**config.mk**
```make
export PLATFORM = sky130hd
export DESIGN_NAME = pd_switch_seq
export DESIGN_NICKNAME = d
export VERILOG_FILES = /design/src/rtl/pd_seq_pkg.sv /design/src/rtl/pd_seq_timer.sv /design/src/rtl/pd_seq_regs.sv /design/src/rtl/pd_seq_fsm.sv /design/src/rtl/pd_switch_seq.sv
export SDC_FILE = /design/constraint.sdc
export NUM_CORES = 1
export LEC_CHECK = 0
export BUFFER_PORTS_ARGS = -buffer_cell sky130_fd_sc_hd__clkbuf_2
export CAP_MARGIN = 10
export CORE_MARGIN = 2
export CORE_UTILIZATION = 47
export CTS_CLUSTER_SIZE = 40
export DETAILED_ROUTE_END_ITERATION = 8
export HOLD_SLACK_MARGIN = 0.15
export PLACE_DENSITY = 0.84
export SETUP_SLACK_MARGIN = 0.15
export SLEW_MARGIN = 0
export SYNTH_ARGS = -nofsm -noshare
export SYNTH_HDL_FRONTEND = slang
export SYNTH_SLANG_ARGS = --single-unit
```
**constraint.sdc**
```tcl
create_clock -name clk -period 3.6 [get_ports clk]
set_input_delay 0 -clock clk [delete_from_list [all_inputs] [get_ports clk]]
set_output_delay 0 -clock clk [all_outputs]
set_load 0.02 [all_outputs]
```
**src/rtl/pd_seq_pkg.sv**
```systemverilog
package pd_seq_pkg;

    localparam int WAIT_W = 4;
    localparam int CNT_W  = 1 << WAIT_W;

    // control register bit positions (address 0x0)
    localparam int CB_COLLAPSE = 0;
    localparam int CB_HWTRIG   = 1;
    localparam int CB_OVR      = 2;
    localparam int CB_OV_FEW   = 4;
    localparam int CB_OV_REST  = 5;
    localparam int CB_OV_CLAMP = 6;
    localparam int CB_OV_CLK   = 7;
    localparam int CB_WCLK     = 12;
    localparam int CB_WFEW     = 16;
    localparam int CB_WREST    = 20;
    localparam int CB_POWERED  = 31;
    localparam logic [31:0] CTL_WMASK = 32'h00FF_F0F7;

    // config register bit positions (address 0x4)
    localparam int FB_RETAIN = 11;
    localparam int FB_DNDONE = 15;
    localparam int FB_UPDONE = 16;

    typedef enum logic [3:0] {
        S_OFF,
        S_UPWAKE,
        S_FEW,
        S_REST,
        S_RELEASE,
        S_HOLD,
        S_ON,
        S_DNWAKE,
        S_CLKOFF,
        S_RESTOFF,
        S_FEWOFF
    } seq_state_e;

    typedef struct packed {
        logic few;
        logic rest;
        logic clamp;
        logic clk;
    } sw_drive_t;

endpackage

```
**src/rtl/pd_seq_timer.sv**
```systemverilog
module pd_seq_timer #(
    parameter int CNT_W = 16
) (
    input  logic             clk,
    input  logic             rst_n,
    input  logic             load,
    input  logic [CNT_W-1:0] load_val,
    output logic             done
);
    logic [CNT_W-1:0] cnt;

    always_ff @(posedge clk) begin
        if (!rst_n)
            cnt <= '0;
        else if (load)
            cnt <= load_val;
        else if (cnt != '0)
            cnt <= cnt - CNT_W'(1);
    end

    assign done = (cnt == '0);

    // without a load the count only moves downward
    p_count_down_r3: assert property (@(posedge clk) disable iff (!rst_n)
        (!load && cnt != '0) |=> (cnt < $past(cnt)));

endmodule

```
**src/rtl/pd_seq_regs.sv**
```systemverilog
module pd_seq_regs
    import pd_seq_pkg::*;
#(
    parameter int ADDR_W = 4
) (
    input  logic              clk,
    input  logic              rst_n,
    input  logic              wr_en,
    input  logic [ADDR_W-1:0] wr_addr,
    input  logic [31:0]       wr_data,
    input  logic [ADDR_W-1:0] rd_addr,
    output logic [31:0]       rd_data,
    input  logic              powered,
    input  logic              up_done,
    input  logic              dn_done,
    input  logic              fsm_off,
    output logic              collapse,
    output logic              hwtrig,
    output logic              ovr,
    output sw_drive_t         ovr_drv,
    output logic [WAIT_W-1:0] wait_few,
    output logic [WAIT_W-1:0] wait_rest,
    output logic [WAIT_W-1:0] wait_clk,
    output logic              retain,
    output logic              bounce
);
    localparam logic [ADDR_W-1:0] A_CTL = ADDR_W'(0);
    localparam logic [ADDR_W-1:0] A_CFG = ADDR_W'(4);

    logic [31:0] ctl_q;
    logic        retain_q;
    logic        bounce_q;
    logic        ctl_wr, cfg_wr;

    assign ctl_wr = wr_en && (wr_addr == A_CTL);
    assign cfg_wr = wr_en && (wr_addr == A_CFG);

    always_ff @(posedge clk) begin
        if (!rst_n) begin
            ctl_q    <= '0;
            retain_q <= 1'b0;
        end else begin
            if (ctl_wr) ctl_q    <= wr_data & CTL_WMASK;
            if (cfg_wr) retain_q <= wr_data[FB_RETAIN];
        end
    end

    // power-cycle request raised by a trigger-mode change
    always_ff @(posedge clk) begin
        if (!rst_n)
            bounce_q <= 1'b0;
        else if (fsm_off)
            bounce_q <= 1'b0;
        else if (ctl_wr && (wr_data[CB_HWTRIG] != ctl_q[CB_HWTRIG]))
            bounce_q <= 1'b1;
    end

    always_comb begin
        rd_data = '0;
        if (rd_addr == A_CTL) begin
            rd_data             = ctl_q;
            rd_data[CB_POWERED] = powered;
        end else if (rd_addr == A_CFG) begin
            rd_data[FB_RETAIN] = retain_q;
            rd_data[FB_DNDONE] = dn_done;
            rd_data[FB_UPDONE] = up_done;
        end
    end

    assign collapse      = ctl_q[CB_COLLAPSE];
    assign hwtrig        = ctl_q[CB_HWTRIG];
    assign ovr           = ctl_q[CB_OVR];
    assign ovr_drv.few   = ctl_q[CB_OV_FEW];
    assign ovr_drv.rest  = ctl_q[CB_OV_REST];
    assign ovr_drv.clamp = ctl_q[CB_OV_CLAMP];
    assign ovr_drv.clk   = ctl_q[CB_OV_CLK];
    assign wait_few      = ctl_q[CB_WFEW  +: WAIT_W];
    assign wait_rest     = ctl_q[CB_WREST +: WAIT_W];
    assign wait_clk      = ctl_q[CB_WCLK  +: WAIT_W];
    assign retain        = retain_q;
    assign bounce        = bounce_q;

    // a pending power cycle is dropped once the domain sits collapsed
    p_bounce_clear_r10: assert property (@(posedge clk) disable iff (!rst_n)
        fsm_off |=> !bounce);

endmodule

```
**src/rtl/pd_seq_fsm.sv**
```systemverilog
module pd_seq_fsm
    import pd_seq_pkg::*;
#(
    parameter int START_LAT = 8,
    parameter int CLK_HOLD  = 4
) (
    input  logic              clk,
    input  logic              rst_n,
    input  logic              want_on,
    input  logic              bounce,
    input  logic [WAIT_W-1:0] wait_few,
    input  logic [WAIT_W-1:0] wait_rest,
    input  logic [WAIT_W-1:0] wait_clk,
    input  logic              tmr_done,
    output logic              tmr_load,
    output logic [CNT_W-1:0]  tmr_val,
    output sw_drive_t         drv,
    output logic              powered,
    output logic              up_done,
    output logic              dn_done,
    output logic              is_off
);
    localparam logic [CNT_W-1:0] LAT_CNT  = CNT_W'(START_LAT - 1);
    localparam logic [CNT_W-1:0] HOLD_CNT = CNT_W'(CLK_HOLD - 1);

    seq_state_e st, nxt;

    function automatic logic [CNT_W-1:0] span(input logic [WAIT_W-1:0] n);
        logic [CNT_W-1:0] one_c;
        one_c = CNT_W'(1);
        return (one_c << n) - one_c;
    endfunction

    always_ff @(posedge clk) begin
        if (!rst_n)
            st <= S_OFF;
        else
            st <= nxt;
    end

    always_comb begin
        nxt      = st;
        tmr_load = 1'b0;
        tmr_val  = '0;
        unique case (st)
            S_OFF:     if (want_on)            begin nxt = S_UPWAKE;  tmr_load = 1'b1; tmr_val = LAT_CNT; end
            S_UPWAKE:  if (tmr_done)           begin nxt = S_FEW;     tmr_load = 1'b1; tmr_val = span(wait_few); end
            S_FEW:     if (tmr_done)           begin nxt = S_REST;    tmr_load = 1'b1; tmr_val = span(wait_rest); end
            S_REST:    if (tmr_done)           begin nxt = S_RELEASE; tmr_load = 1'b1; tmr_val = span(wait_clk); end
            S_RELEASE: if (tmr_done)           begin nxt = S_HOLD;    tmr_load = 1'b1; tmr_val = HOLD_CNT; end
            S_HOLD:    if (tmr_done)                 nxt = S_ON;
            S_ON:      if (!want_on || bounce) begin nxt = S_DNWAKE;  tmr_load = 1'b1; tmr_val = LAT_CNT; end
            S_DNWAKE:  if (tmr_done)           begin nxt = S_CLKOFF;  tmr_load = 1'b1; tmr_val = span(wait_clk); end
            S_CLKOFF:  if (tmr_done)           begin nxt = S_RESTOFF; tmr_load = 1'b1; tmr_val = span(wait_rest); end
            S_RESTOFF: if (tmr_done)           begin nxt = S_FEWOFF;  tmr_load = 1'b1; tmr_val = span(wait_few); end
            S_FEWOFF:  if (tmr_done)                 nxt = S_OFF;
            default:                                 nxt = S_OFF;
        endcase
    end

    always_comb begin
        drv     = '{few: 1'b0, rest: 1'b0, clamp: 1'b1, clk: 1'b0};
        powered = 1'b0;
        unique case (st)
            S_OFF, S_UPWAKE: ;
            S_FEW:              drv = '{few: 1'b1, rest: 1'b0, clamp: 1'b1, clk: 1'b0};
            S_REST:             drv = '{few: 1'b1, rest: 1'b1, clamp: 1'b1, clk: 1'b0};
            S_RELEASE, S_HOLD:  drv = '{few: 1'b1, rest: 1'b1, clamp: 1'b0, clk: 1'b0};
            S_ON, S_DNWAKE: begin
                drv     = '{few: 1'b1, rest: 1'b1, clamp: 1'b0, clk: 1'b1};
                powered = 1'b1;
            end
            S_CLKOFF: begin
                drv     = '{few: 1'b1, rest: 1'b1, clamp: 1'b0, clk: 1'b0};
                powered = 1'b1;
            end
            S_RESTOFF: begin
                drv     = '{few: 1'b1, rest: 1'b0, clamp: 1'b1, clk: 1'b0};
                powered = 1'b1;
            end
            S_FEWOFF: begin
                drv     = '{few: 1'b0, rest: 1'b0, clamp: 1'b1, clk: 1'b0};
                powered = 1'b1;
            end
            default: ;
        endcase
    end

    assign up_done = (st == S_ON);
    assign dn_done = (st == S_OFF);
    assign is_off  = (st == S_OFF);

    // the clamp covers every state where the rest group is off
    p_clamp_partial_r5: assert property (@(posedge clk) disable iff (!rst_n)
        !drv.rest |-> drv.clamp);
    // the clock runs only with all switches on and the clamp open
    p_clk_needs_power_r6: assert property (@(posedge clk) disable iff (!rst_n)
        drv.clk |-> (drv.few && drv.rest && !drv.clamp));
    // the rest group is never on without the few group
    p_few_under_rest_r7: assert property (@(posedge clk) disable iff (!rst_n)
        drv.rest |-> drv.few);
    // status rises together with up-done and the running clock
    p_status_rise_r8: assert property (@(posedge clk) disable iff (!rst_n)
        $rose(powered) |-> (up_done && drv.clk));
    // status falls together with down-done
    p_status_fall_r8: assert property (@(posedge clk) disable iff (!rst_n)
        $fell(powered) |-> dn_done);
    // leaving an idle state holds the outputs for the start-up window
    p_wake_hold_r4: assert property (@(posedge clk) disable iff (!rst_n)
        (st == S_DNWAKE) |-> drv.clk);

endmodule

```
**src/rtl/pd_switch_seq.sv**
```systemverilog
module pd_switch_seq
    import pd_seq_pkg::*;
#(
    parameter int ADDR_W    = 4,
    parameter int START_LAT = 8,
    parameter int CLK_HOLD  = 4
) (
    input  logic              clk,
    input  logic              rst_n,
    input  logic              wr_en,
    input  logic [ADDR_W-1:0] wr_addr,
    input  logic [31:0]       wr_data,
    input  logic [ADDR_W-1:0] rd_addr,
    output logic [31:0]       rd_data,
    input  logic              hw_req,
    output logic              few_en,
    output logic              rest_en,
    output logic              clamp,
    output logic              dom_rst,
    output logic              clk_en,
    output logic              retain_ff
);
    logic              collapse, hwtrig, ovr, retain, bounce;
    sw_drive_t         ovr_drv, fsm_drv, out_drv;
    logic [WAIT_W-1:0] wait_few, wait_rest, wait_clk;
    logic              powered, up_done, dn_done, is_off;
    logic              want_on;
    logic              tmr_load, tmr_done;
    logic [CNT_W-1:0]  tmr_val;

    pd_seq_regs #(.ADDR_W(ADDR_W)) u_regs (
        .clk       (clk),
        .rst_n     (rst_n),
        .wr_en     (wr_en),
        .wr_addr   (wr_addr),
        .wr_data   (wr_data),
        .rd_addr   (rd_addr),
        .rd_data   (rd_data),
        .powered   (powered),
        .up_done   (up_done),
        .dn_done   (dn_done),
        .fsm_off   (is_off),
        .collapse  (collapse),
        .hwtrig    (hwtrig),
        .ovr       (ovr),
        .ovr_drv   (ovr_drv),
        .wait_few  (wait_few),
        .wait_rest (wait_rest),
        .wait_clk  (wait_clk),
        .retain    (retain),
        .bounce    (bounce)
    );

    // request source selection
    assign want_on = hwtrig ? hw_req : !collapse;

    pd_seq_fsm #(.START_LAT(START_LAT), .CLK_HOLD(CLK_HOLD)) u_fsm (
        .clk       (clk),
        .rst_n     (rst_n),
        .want_on   (want_on),
        .bounce    (bounce),
        .wait_few  (wait_few),
        .wait_rest (wait_rest),
        .wait_clk  (wait_clk),
        .tmr_done  (tmr_done),
        .tmr_load  (tmr_load),
        .tmr_val   (tmr_val),
        .drv       (fsm_drv),
        .powered   (powered),
        .up_done   (up_done),
        .dn_done   (dn_done),
        .is_off    (is_off)
    );

    pd_seq_timer #(.CNT_W(CNT_W)) u_timer (
        .clk      (clk),
        .rst_n    (rst_n),
        .load     (tmr_load),
        .load_val (tmr_val),
        .done     (tmr_done)
    );

    assign out_drv   = ovr ? ovr_drv : fsm_drv;
    assign few_en    = out_drv.few;
    assign rest_en   = out_drv.rest;
    assign clamp     = out_drv.clamp;
    assign dom_rst   = out_drv.clamp;
    assign clk_en    = out_drv.clk;
    assign retain_ff = retain;

    // under override the outputs track the register, not the FSM
    p_override_r11: assert property (@(posedge clk) disable iff (!rst_n)
        ovr |-> (clk_en == ovr_drv.clk && few_en == ovr_drv.few));

endmodule

```
==> parameters.txt <==
Parameter                              Value

Status
  Outcome    finished clean

Timing
  Worst-margin pin slew    979 ps
  Final setup violation count    0
  Slew Limit Headroom    34.5%
  Final worst path period share    71.3%
  Number of max-slew violations in the final report    0
  Largest clock skew in the final design    7.05 ps
  RSZ-0062 raised after global routing    false
  Hold Violations, Final    0
  Setup total negative slack    0 ps
  Shortest clock period the worst path allows after layout    2570 ps
  Max Fclk    390 MHz

Pwr
  Total chip power    1.82 mW
  Register share of total power    34.3%
  Largest voltage drop on the vdd net    0.000257 V
  Switching power as a share of total power    42.3%
  Total internal power    1.05 mW
  PD cells    485 nW/um^2
  Total leakage power    1.36 nW
  Gate power share    45.2%
  Part of the total power dissipated in the clock network    20.5%
  Switching pwr    772 uW

Global routing
  GR Overflow Total    0
  Tot GR Track Use    24.5%
  Number of global-route vias before repair    3,110
  Initial antenna violation count    0
  Pin count of the biggest net entering global routing    37
  Global-route wire length before repair    14,900 um

Finish
  Area growth from synthesis to layout    16.2%
  Final #Nets    536
  Proportion of layout cells with a drive suffix above 1    16.2%
  Antenna cell count    0

Logic synthesis
  Number of cells produced by synthesis    438
  Area fraction of the dominant cell type after synthesis    25.4%
  Share of synthesized area occupied by flip-flops and latches    25.4%
  Most frequent cells after synthesis    64 x sky130_fd_sc_hd__nand2_1, 41 x sky130_fd_sc_hd__dfxtp_1, 34 x sky130_fd_sc_hd__nor2_1, 32 x sky130_fd_sc_hd__clkbuf_1, 25 x sky130_fd_sc_hd__and2_1
  Area of the mapped netlist    3230 sq um
  Yosys warning total    0
  Cell with the most instances after synthesis    sky130_fd_sc_hd__nand2_1
  Seq cells post-synth    41
  Async SR Flop Fraction    0%
  Top cells by area, synth    sky130_fd_sc_hd__dfxtp_1 25%, sky130_fd_sc_hd__nand2_1 7.4%, sky130_fd_sc_hd__a21boi_0 5.6%
  Synth cell types    65
  Average cell area after synthesis    7.38 sq um
  Area leader, netlist    sky130_fd_sc_hd__dfxtp_1
  Top_reg_cell synth    sky130_fd_sc_hd__dfxtp_1
  Post-synth EDFFs    0

Route
  Routed via count divided by cell count    5.92
  Remaining antenna violation count    0
  Total number of vias    3,360
  DR iter-0 viols    261
  First drt pass iteration count    5
  Final wirelength    9190 um
  Avg WL per Cell    16.2 um
  Post-route DRC violation count    0

Floorplan
  Number of standard-cell rows in the floorplan    30
  Initial core utilization    48.1%
  Core ar.    6720 sq um
  Die extent in y    86.9 um
  I/O pin count    82
  Die Wd    86.9 um
  Total die area    7560 sq um

Worst setup path
  Crit path arrival time    2740 ps
  Critical path class    reg -> reg
  Setup crit end kind    register
  Beginning of the worst register-to-register path    u_regs.ctl_q[17]$_SDFFE_PN0P_
  Capture instance of the worst register-to-register path    u_timer.cnt[6]$_SDFFE_PN0P_
  Launching element type of the critical path    register
  Required @ worst endpoint    3770 ps
  Number of cells on the worst reg-to-reg path    8
  R2r setup slk    1030 ps
  Crit path max fanout    13

Clock network
  Sink Count    41
  Clock tree from TritonCTS    done
  Number of clock buffers inserted by TritonCTS    5
  Maximum clock path buffer count    2
  Root buf cell    sky130_fd_sc_hd__clkbuf_8
  CTS clock-pin slew for the worst setup and hold paths    90 ps
  Skew-Pair Late Insertion Delay    300 ps
  CTS H-Tree Depth    2

Place
  Gp weighted congestion    0.909
  HPWL after DPL    6150 um
  Port bufs    58

Hold path
  Hold Path Sink    u_regs.ctl_q[18]$_SDFFE_PN0P_
  Startpoint of the worst hold path    wr_addr[2]
  Hold-critical path depth    5
  Worst min-delay path category    in -> reg

Flow run
  Reported max-cap violation count    0
[cell usage in the layout, fill, tap and decap left out, types with 2 or more instances in the layout]
cell / count
sky130_fd_sc_hd__nand2_1: 64
sky130_fd_sc_hd__clkbuf_2: 58
sky130_fd_sc_hd__dfxtp_1: 41
sky130_fd_sc_hd__nor2_1: 34
sky130_fd_sc_hd__and2_1: 25
sky130_fd_sc_hd__a21boi_0: 24
sky130_fd_sc_hd__dlygate4sd3_1: 22
sky130_fd_sc_hd__a21oi_1: 19
sky130_fd_sc_hd__o21ai_0: 19
sky130_fd_sc_hd__o22ai_1: 15
sky130_fd_sc_hd__nand3_1: 12
sky130_fd_sc_hd__nor3_1: 12
sky130_fd_sc_hd__xor2_1: 11
sky130_fd_sc_hd__conb_1: 11
sky130_fd_sc_hd__nand3b_1: 9
sky130_fd_sc_hd__xnor2_1: 9
sky130_fd_sc_hd__nor4b_1: 7
sky130_fd_sc_hd__inv_1: 6
sky130_fd_sc_hd__nor2b_1: 6
sky130_fd_sc_hd__or3_1: 5
sky130_fd_sc_hd__o211ai_1: 5
sky130_fd_sc_hd__and3_1: 5
sky130_fd_sc_hd__clkbuf_8: 5
sky130_fd_sc_hd__a31oi_1: 4
sky130_fd_sc_hd__nor4_1: 4
sky130_fd_sc_hd__ha_1: 4
sky130_fd_sc_hd__mux2i_1: 3
sky130_fd_sc_hd__nand2b_1: 3
sky130_fd_sc_hd__a221oi_1: 2
sky130_fd_sc_hd__o221a_2: 2
sky130_fd_sc_hd__mux2_2: 2
sky130_fd_sc_hd__a32oi_1: 2
sky130_fd_sc_hd__o311a_1: 2
sky130_fd_sc_hd__a2111oi_4: 2
sky130_fd_sc_hd__o221a_1: 2
sky130_fd_sc_hd__a41oi_1: 2
[stage by stage]
stage                     worst slack (ps)  hold WS, ps  utilization, %  cells  instance area (sq um)
final                                 1030          246            55.9    568                   3760
after global routing                   909          296            55.9    568                   3760
after CTS                             1120          246            55.9    568                   3760
after detailed placement              1150          245            51.1    539                   3430
after global placement                1190          236            51.1    539                   3430
after floorplan                       1380         83.1               -    448                   3270
[power groups by stage]
stage          clock, mW  sequential [mW]  combinational, mW
6_report           0.375            0.625              0.824
5_1_grt            0.396            0.640              0.900
4_1_cts            0.376            0.622              0.814
3_5_place_dp           0            0.632              0.788
3_3_place_gp           0            0.626              0.763
2_1_floorplan          0            0.587              0.683
[how the worst max path moves through the flow]
stage                                        from  slack, ps  cells past startpoint                           end
floorplan           u_regs.ctl_q[16]$_SDFFE_PN0P_       1380                     10  u_timer.cnt[10]$_SDFFE_PN0P_
global placement    u_regs.ctl_q[17]$_SDFFE_PN0P_       1190                      8  u_timer.cnt[10]$_SDFFE_PN0P_
detailed placement  u_regs.ctl_q[15]$_SDFFE_PN0P_       1150                      8  u_timer.cnt[10]$_SDFFE_PN0P_
CTS                 u_regs.ctl_q[17]$_SDFFE_PN0P_       1120                      8  u_timer.cnt[10]$_SDFFE_PN0P_
global route        u_regs.ctl_q[16]$_SDFFE_PN0P_        910                      8  u_timer.cnt[10]$_SDFFE_PN0P_
finish              u_regs.ctl_q[17]$_SDFFE_PN0P_       1030                      8   u_timer.cnt[6]$_SDFFE_PN0P_
[layer usage]
layer  vias to the layer above  track usage (%)  part of all wire [%]
li1                       1642                -                     -
met1                      1580             30.7                    42
met2                       124             43.0                    51
met3                        14             3.98                   5.0
met4                         0             7.39                   1.6
met5                         -                0                     0
[what timing repair did]
| item | CTS | global route |
|---|---|---|
| hold endpoints to repair | 21 | 0 |
| hold buffers | 22 | 0 |
| setup buffers | 0 | 0 |
| resized for setup | 0 | 0 |
[cell type report]
| cell class | count | area (sq um) |
|---|---|---|
| clock buffers | 5 | 68.8 |
| clock inverters | 2 | 35.0 |
| fillers | 594 | 2960 |
| inverters | 6 | 22.5 |
| multi-input cells | 353 | 2190 |
| flip-flops and latches | 41 | 821 |
| well taps | 80 | 100 |
| repair buffers | 81 | 518 |
[registers in the layout, indices dropped and copies added, names as in the netlist]
signal and count:
u_regs.retain 1, u_fsm.st 4, u_regs.bounce 1, u_regs.ctl_q 19, u_timer.cnt 16
[kinds of logic after synthesis]
logic type,synth area share (%)
other cells,0.116
fa+ha+maj,1.55
simple gates,31.7
flops,25.4
buf+inv,7.97
mux,1.63
xor+xnor,5.42
compound gates,26.2
[worst max-delay path, cell delays in order, from the launching register on]
cell,delay [ps]
sky130_fd_sc_hd__dfxtp_1,440
sky130_fd_sc_hd__or2_1,320
sky130_fd_sc_hd__or3_1,350
sky130_fd_sc_hd__ha_1,300
sky130_fd_sc_hd__and2_1,210
sky130_fd_sc_hd__o211ai_1,210
sky130_fd_sc_hd__a21oi_1,100
sky130_fd_sc_hd__nor4_1,380
sky130_fd_sc_hd__o22ai_1,130
Note: power is estimated with default switching activity, not from simulation.
